## config.mk

```make
export PLATFORM = sky130hd
export DESIGN_NAME = adc_level_stats
export DESIGN_NICKNAME = d
export VERILOG_FILES = /design/src/rtl/adc_level_stats.sv
export SDC_FILE = /design/constraint.sdc
export NUM_CORES = 2
export LEC_CHECK = 0
export BUFFER_PORTS_ARGS = -buffer_cell sky130_fd_sc_hd__buf_2
export CELL_PAD_IN_SITES_DETAIL_PLACEMENT = 0
export CELL_PAD_IN_SITES_GLOBAL_PLACEMENT = 2
export CORE_ASPECT_RATIO = 0.5
export CORE_MARGIN = 5
export CORE_UTILIZATION = 40
export CTS_BUF_LIST = sky130_fd_sc_hd__clkbuf_4
export DETAILED_ROUTE_END_ITERATION = 8
export PLACE_DENSITY = 0.85
export SKIP_LAST_GASP = 1
export SYNTH_ARGS = -nofsm -noshare
export SYNTH_HDL_FRONTEND = slang
export SYNTH_SLANG_ARGS = --single-unit
```

## constraint.sdc

```tcl
create_clock -name clk -period 23.3 [get_ports clk]
set_input_delay 6.99 -clock clk [delete_from_list [all_inputs] [get_ports clk]]
set_output_delay 6.99 -clock clk [all_outputs]
set_load 0.005 [all_outputs]
```

## src/rtl/adc_level_stats.sv

```systemverilog
module adc_level_stats #(
  parameter int NUM_IN = 8,
  parameter int SW     = 8,
  parameter int LOG_N  = 16,
  parameter int SUM_W  = 24,
  parameter int SQ_W   = 32,
  parameter int ADDR_W = $clog2(2*NUM_IN)
) (
  input  logic                 clk,
  input  logic                 rst_n,
  input  logic [NUM_IN*SW-1:0] smp_bus,
  input  logic                 smp_vld,
  input  logic                 ctl_wr,
  input  logic [ADDR_W-1:0]    rd_addr,
  output logic [SQ_W-1:0]      rd_data,
  output logic                 done
);
  localparam int NWORD = 2*NUM_IN;
  localparam int PW    = 2*SW;

  logic             busy;
  logic [LOG_N-1:0] cnt;
  logic [SUM_W-1:0] sum_acc [NUM_IN];
  logic [SQ_W-1:0]  sq_acc  [NUM_IN];
  logic [SUM_W-1:0] sum_nx  [NUM_IN];
  logic [SQ_W-1:0]  sq_nx   [NUM_IN];
  logic [SQ_W-1:0]  res_mem [NWORD];

  wire take   = busy & smp_vld & ~ctl_wr;
  wire commit = take & (&cnt);

  always_comb begin
    for (int i = 0; i < NUM_IN; i++) begin
      logic signed [SW-1:0] s;
      logic signed [PW-1:0] p;
      s = smp_bus[i*SW +: SW];
      p = s * s;
      sum_nx[i] = sum_acc[i] + {{(SUM_W-SW){s[SW-1]}}, s};
      sq_nx[i]  = sq_acc[i] + {{(SQ_W-PW){1'b0}}, p};
    end
  end

  always_ff @(posedge clk) begin
    if (!rst_n) begin
      busy <= 1'b0;
      done <= 1'b0;
      cnt  <= '0;
      for (int i = 0; i < NUM_IN; i++) begin
        sum_acc[i] <= '0;
        sq_acc[i]  <= '0;
      end
      for (int w = 0; w < NWORD; w++) res_mem[w] <= '0;
    end else if (ctl_wr) begin
      busy <= 1'b1;
      done <= 1'b0;
      cnt  <= '0;
      for (int i = 0; i < NUM_IN; i++) begin
        sum_acc[i] <= '0;
        sq_acc[i]  <= '0;
      end
    end else if (take) begin
      cnt <= cnt + 1'b1;
      for (int i = 0; i < NUM_IN; i++) begin
        sum_acc[i] <= sum_nx[i];
        sq_acc[i]  <= sq_nx[i];
      end
      if (commit) begin
        busy <= 1'b0;
        done <= 1'b1;
        for (int i = 0; i < NUM_IN; i++) begin
          res_mem[2*i]   <= {{(SQ_W-SUM_W){1'b0}}, sum_nx[i]};
          res_mem[2*i+1] <= sq_nx[i];
        end
      end
    end
  end

  assign rd_data = res_mem[rd_addr];

endmodule

```

# Word level (Yosys, flattened, before mapping)
# Memories as Yosys holds them, arrays and structs flattened.
# Cells that the tools add are included.
[classes] n_bitwise=53 add_sub_neg=17 muxes=64 n_reduce_logical=6 n_mul=8
[ops] operator="32-bit two-way mux" n=32
[ops] operator="24-bit two-way mux" n=16
[ops] operator="32-bit by 16-bit adder with 32-bit output" n=8
[ops] operator="24-bit adder" n=8
[ops] operator="8-bit by 8-bit multiplier with 16-bit output" n=8
[ops] operator="1-bit OR" n=48
[ops] operator="16-bit by 1-bit adder with 16-bit output (second input constant)" n=1
[ops] operator="1-bit two-way mux" n=16
[ops] operator="16-bit AND reduction" n=1
[ops] operator="2-bit AND reduction" n=2
[ops] operator="2-bit nonzero test" n=2
[ops] operator="1-bit bitwise AND" n=3
[ops] operator="1-bit NOT" n=2
[ops] operator="2-bit OR reduction" n=1
[word_totals] out_inout_bits=33 elab_cells=154 mem_count=3 mem_bits_rw=960 inputBits=72 regBits=18
[memory_table] memory="res_mem" words=16 word_bits=32 read_ports=1 rd_clocked_by_memory_dff=0 wr=16 line_no="27" rtl="logic [SQ_W-1:0] res_mem [NWORD];"
[memory_table] memory="sq_acc" words=8 word_bits=32 read_ports=8 rd_clocked_by_memory_dff=0 wr=8 line_no="24" rtl="logic [SQ_W-1:0] sq_acc [NUM_IN];"
[memory_table] memory="sum_acc" words=8 word_bits=24 read_ports=8 rd_clocked_by_memory_dff=0 wr=8 line_no="23" rtl="logic [SUM_W-1:0] sum_acc [NUM_IN];"

# Logic depth before layout (Yosys ltp)
[depth] ltp_word=9 mapped_depth=31 depth_no_buf=30

# Least setup slack after synthesis
# OpenSTA, ideal clock, no wires.
[synth_timing] path_kind="input port to flip-flop" startpoint="in smp_vld" endpoint="mem res_mem[0][0], enable pin" path_buffers=1 arrival_time_ns=19.053 t_required_ns=22.404 setup_slack_ns=3.352 cell_stages=8 cell_sequence="nand2_1 -> nor2_1 -> and4_1 -> and4_1 -> and3_1 -> and3_1 -> clkbuf_1 -> nand2b_1"
[synth_rtl] item="start, declared" line_no="12" rtl="input logic smp_vld,"
[synth_rtl] item="end, declared" line_no="27"

# Final worst setup path
[layout_timing] startpoint="in rd_addr[0]" endpoint="out rd_data[7]"
[layout_via] elab_chain_len=1
[layout_rtl] item="start, declared" line_no="14" rtl="input logic [ADDR_W-1:0] rd_addr,"
[layout_rtl] item="memory read 16 x 32 bit"
[layout_rtl] item="end, declared" line_no="15" rtl="output logic [SQ_W-1:0] rd_data,"
# Every way passes these cells.

==> out/results.txt <==
status: finished, final reports clean
placed instance count: 8556
drt wl/cell: 20.9 um
Post-Route WL: 188 mm
asr flop ratio synth: 0%
GR Overflow Total: 0
EDFF count, synth: 840
Synth Area in Compound Gates: 8.43%
share of layout cells above drive strength 1: 9.97%
Post-Synth XOR/XNOR Area: 7.41%
post-CTS setup buffers: 0
gr usage total: 21.0%
TritonCTS buffer count: 223
mux cell area share after synthesis: 4.67%
CTS Buffer Depth: 3
fraction of the mapped netlist area in simple logic gates: 14.1%
crit path kind: input port to output pin
fin crit period: 16.79 ns
first-pass GRT wire length: 285 mm
count leader, synth: nor2_1
CP Capture Type: output pin
core area: 168000 um2
vias in the first global route: 46600
DRT antenna net count: 0
CP Data Required Time: 16.31 ns
Max Cap Violations: 0
DP Wirelength: 140 mm
hold path depth: 2
Hold Crit Class: flop to flop
Clock transition at path regs: 0.06 ns
gpl congestion: 0.942
Setup crit start kind: input port
Max Clock Skew: 0.0945 ns
maximum vdd drop: 0.0750 mV
Ports: 105
RSZ-0062 raised after global routing: no
Avg Synthesized Cell Area: 10.6 um2
PortBufs: 104
R2R setup slack: 18.24 ns
Leak: 31.5 nW
initial antenna violation count: 34
post-synthesis sequential area ratio: 39.5%
Yosys reg bits: 914
gate count of the mapped netlist: 6357
final hold violations: 0
Root Driver: clkbuf_4
cell taking the most area after synthesis: edfxtp_1
vias per cell: 5.28
DIE HEIGHT: 301 um
Post-CTS Resized: 0
Final Max Tran Viols: 0
Reg2Reg Capture Point: res_mem[6][21]
Rel. slew slack: 24.4%
Layout Cells excl Fill: 8980
Worst Hold End: sq_acc[0][0]
TritonCTS clock tree: yes
post-route core utilization: 43.8%
worst reg-to-reg path cell count: 10
setup TNS: 0 ns
PD cells: 104 nW/um2
Adder-Cell Fraction of Synth Area: 21.0%
# DRC: 0
Clock Latency Late Sink: 1.24 ns
die area: 178000 um2
initial DRC count: 4365
# H-tree levels: 4
hold buffer count at CTS: 0
Vias: 47400
cell area after synthesis: 67600 um2
largest net degree at the start of global routing: 190
Syn Nets: 7340
Area Overhead vs Synth: 8.65%
# setup viols final: 0
Ys Warns: 0
First-pass DRT Iterations: 5
Sink Count: 914
top post-synthesis cells by count: nor2_1, edfxtp_1, inv_1, ha_1, fa_1
Distinct cells, synth: 80
period utilization: 72.1%
# rows: 106
fmax: 59.6 MHz
dominant cells by area after synthesis: edfxtp_1, fa_1, ha_1
FF-to-FF Start: busy
ys flop type: edfxtp_1
nets: 7496
crit path DAT: 9.80 ns
Tot Pwr: 7.62 mW
Critical Path Fanout Max: 55
largest family of logic cells by synthesized area: adder cells
top-area cell type share of the netlist area: 37.3%
chip width: 591 um
critical hold path startpoint: sq_acc[0][0]
Starting Density: 40.3%
worst-margin pin slew: 1.13 ns
-- per-stage QoR --
stage | setup slack (ns) | instance area, um2 | hold slack [ns]
floorplan | 3.35 | 67600 | 0.436
global placement | 6.48 | 70500 | 0.447
detailed placement | 6.42 | 70500 | 0.452
CTS | 6.44 | 73400 | 0.461
global route | 6.27 | 73400 | 0.476
finish | 6.51 | 73400 | 0.458
-- metal layers --
layer | global-route usage [%] | up-vias | routed length (um)
li1 | - | 22400 | -
met1 | 31.6 | 23300 | 87500
met2 | 30.5 | 1571 | 78100
met3 | 5.06 | 189 | 18800
met4 | 4.64 | 2 | 3100
met5 | 0 | - | 13
-- worst max-delay path by stage --
stage	from	to	slack, ns	depth (start not counted)
after floorplan	smp_vld	res_mem[0][0]	3.35	8
after global placement	rd_addr[0]	rd_data[1]	6.48	5
after detailed placement	rd_addr[0]	rd_data[1]	6.42	5
after CTS	rd_addr[0]	rd_data[0]	6.44	5
after global routing	rd_addr[0]	rd_data[6]	6.27	5
final	rd_addr[0]	rd_data[7]	6.51	5
-- placed cells by master (no fill, tap or decap), types with 10 or more instances in the layout --
cell type,instances
buf_4,31
diode_2,10
xor2_1,203
o21bai_1,36
inv_1,664
clkbuf_4,324
clkinv_1,64
a211oi_1,14
o21ai_1,30
and2_1,254
a21o_1,155
o21a_1,37
mux4_2,136
nand4_1,44
or3_1,14
edfxtp_1,840
nand3_1,111
dfxtp_1,74
clkinv_2,13
and3_1,128
a31o_2,11
nor2b_1,75
o21ai_0,134
nand2b_1,51
a21oi_1,314
buf_2,101
and4_1,20
or2_2,11
a31oi_1,35
a21boi_0,20
o31ai_1,11
ha_1,537
nand2_1,334
nor3_1,71
nor2_1,906
fa_1,374
xnor2_1,369
-- worst max-delay path, stage by stage --
cell and delay (ns):
buf_6 0.45, buf_4 0.89, mux4_2 0.62, mux4_2 0.57, buf_2 0.16
-- power breakdown --
| group | switching, mW | internal (mW) |
|---|---|---|
| logic | 2.45 | 1.68 |
| clock network | 0.719 | 0.669 |
| registers | 0.150 | 1.95 |
-- area by class of cell --
cell class | count | area, um2
repair buffers | 135 | 781
multi-input cells | 4572 | 37700
well taps | 2268 | 2840
diodes | 10 | 25.0
flip-flops and latches | 914 | 26700
clock inverters | 90 | 477
clock buffers | 324 | 2430
fillers | 16000 | 94100
inverters | 667 | 2500
-- logic make-up after synthesis --
logic type               Yosys count
XOR/XNOR                         572
multiplexers                     145
AO/OA/AOI/OAI                    896
adder cells (fa/ha/maj)          911
AND/OR/NAND/NOR                 2048
buffers and inverters            871
flip-flops                       914
-- registers in the layout, summed over array words and instances, names as in the netlist --
register / flops
res_mem: 448
sum_acc: 192
sq_acc: 256
busy: 1
done: 1
cnt: 16
No activity file was read; power rests on OpenSTA's default activity.
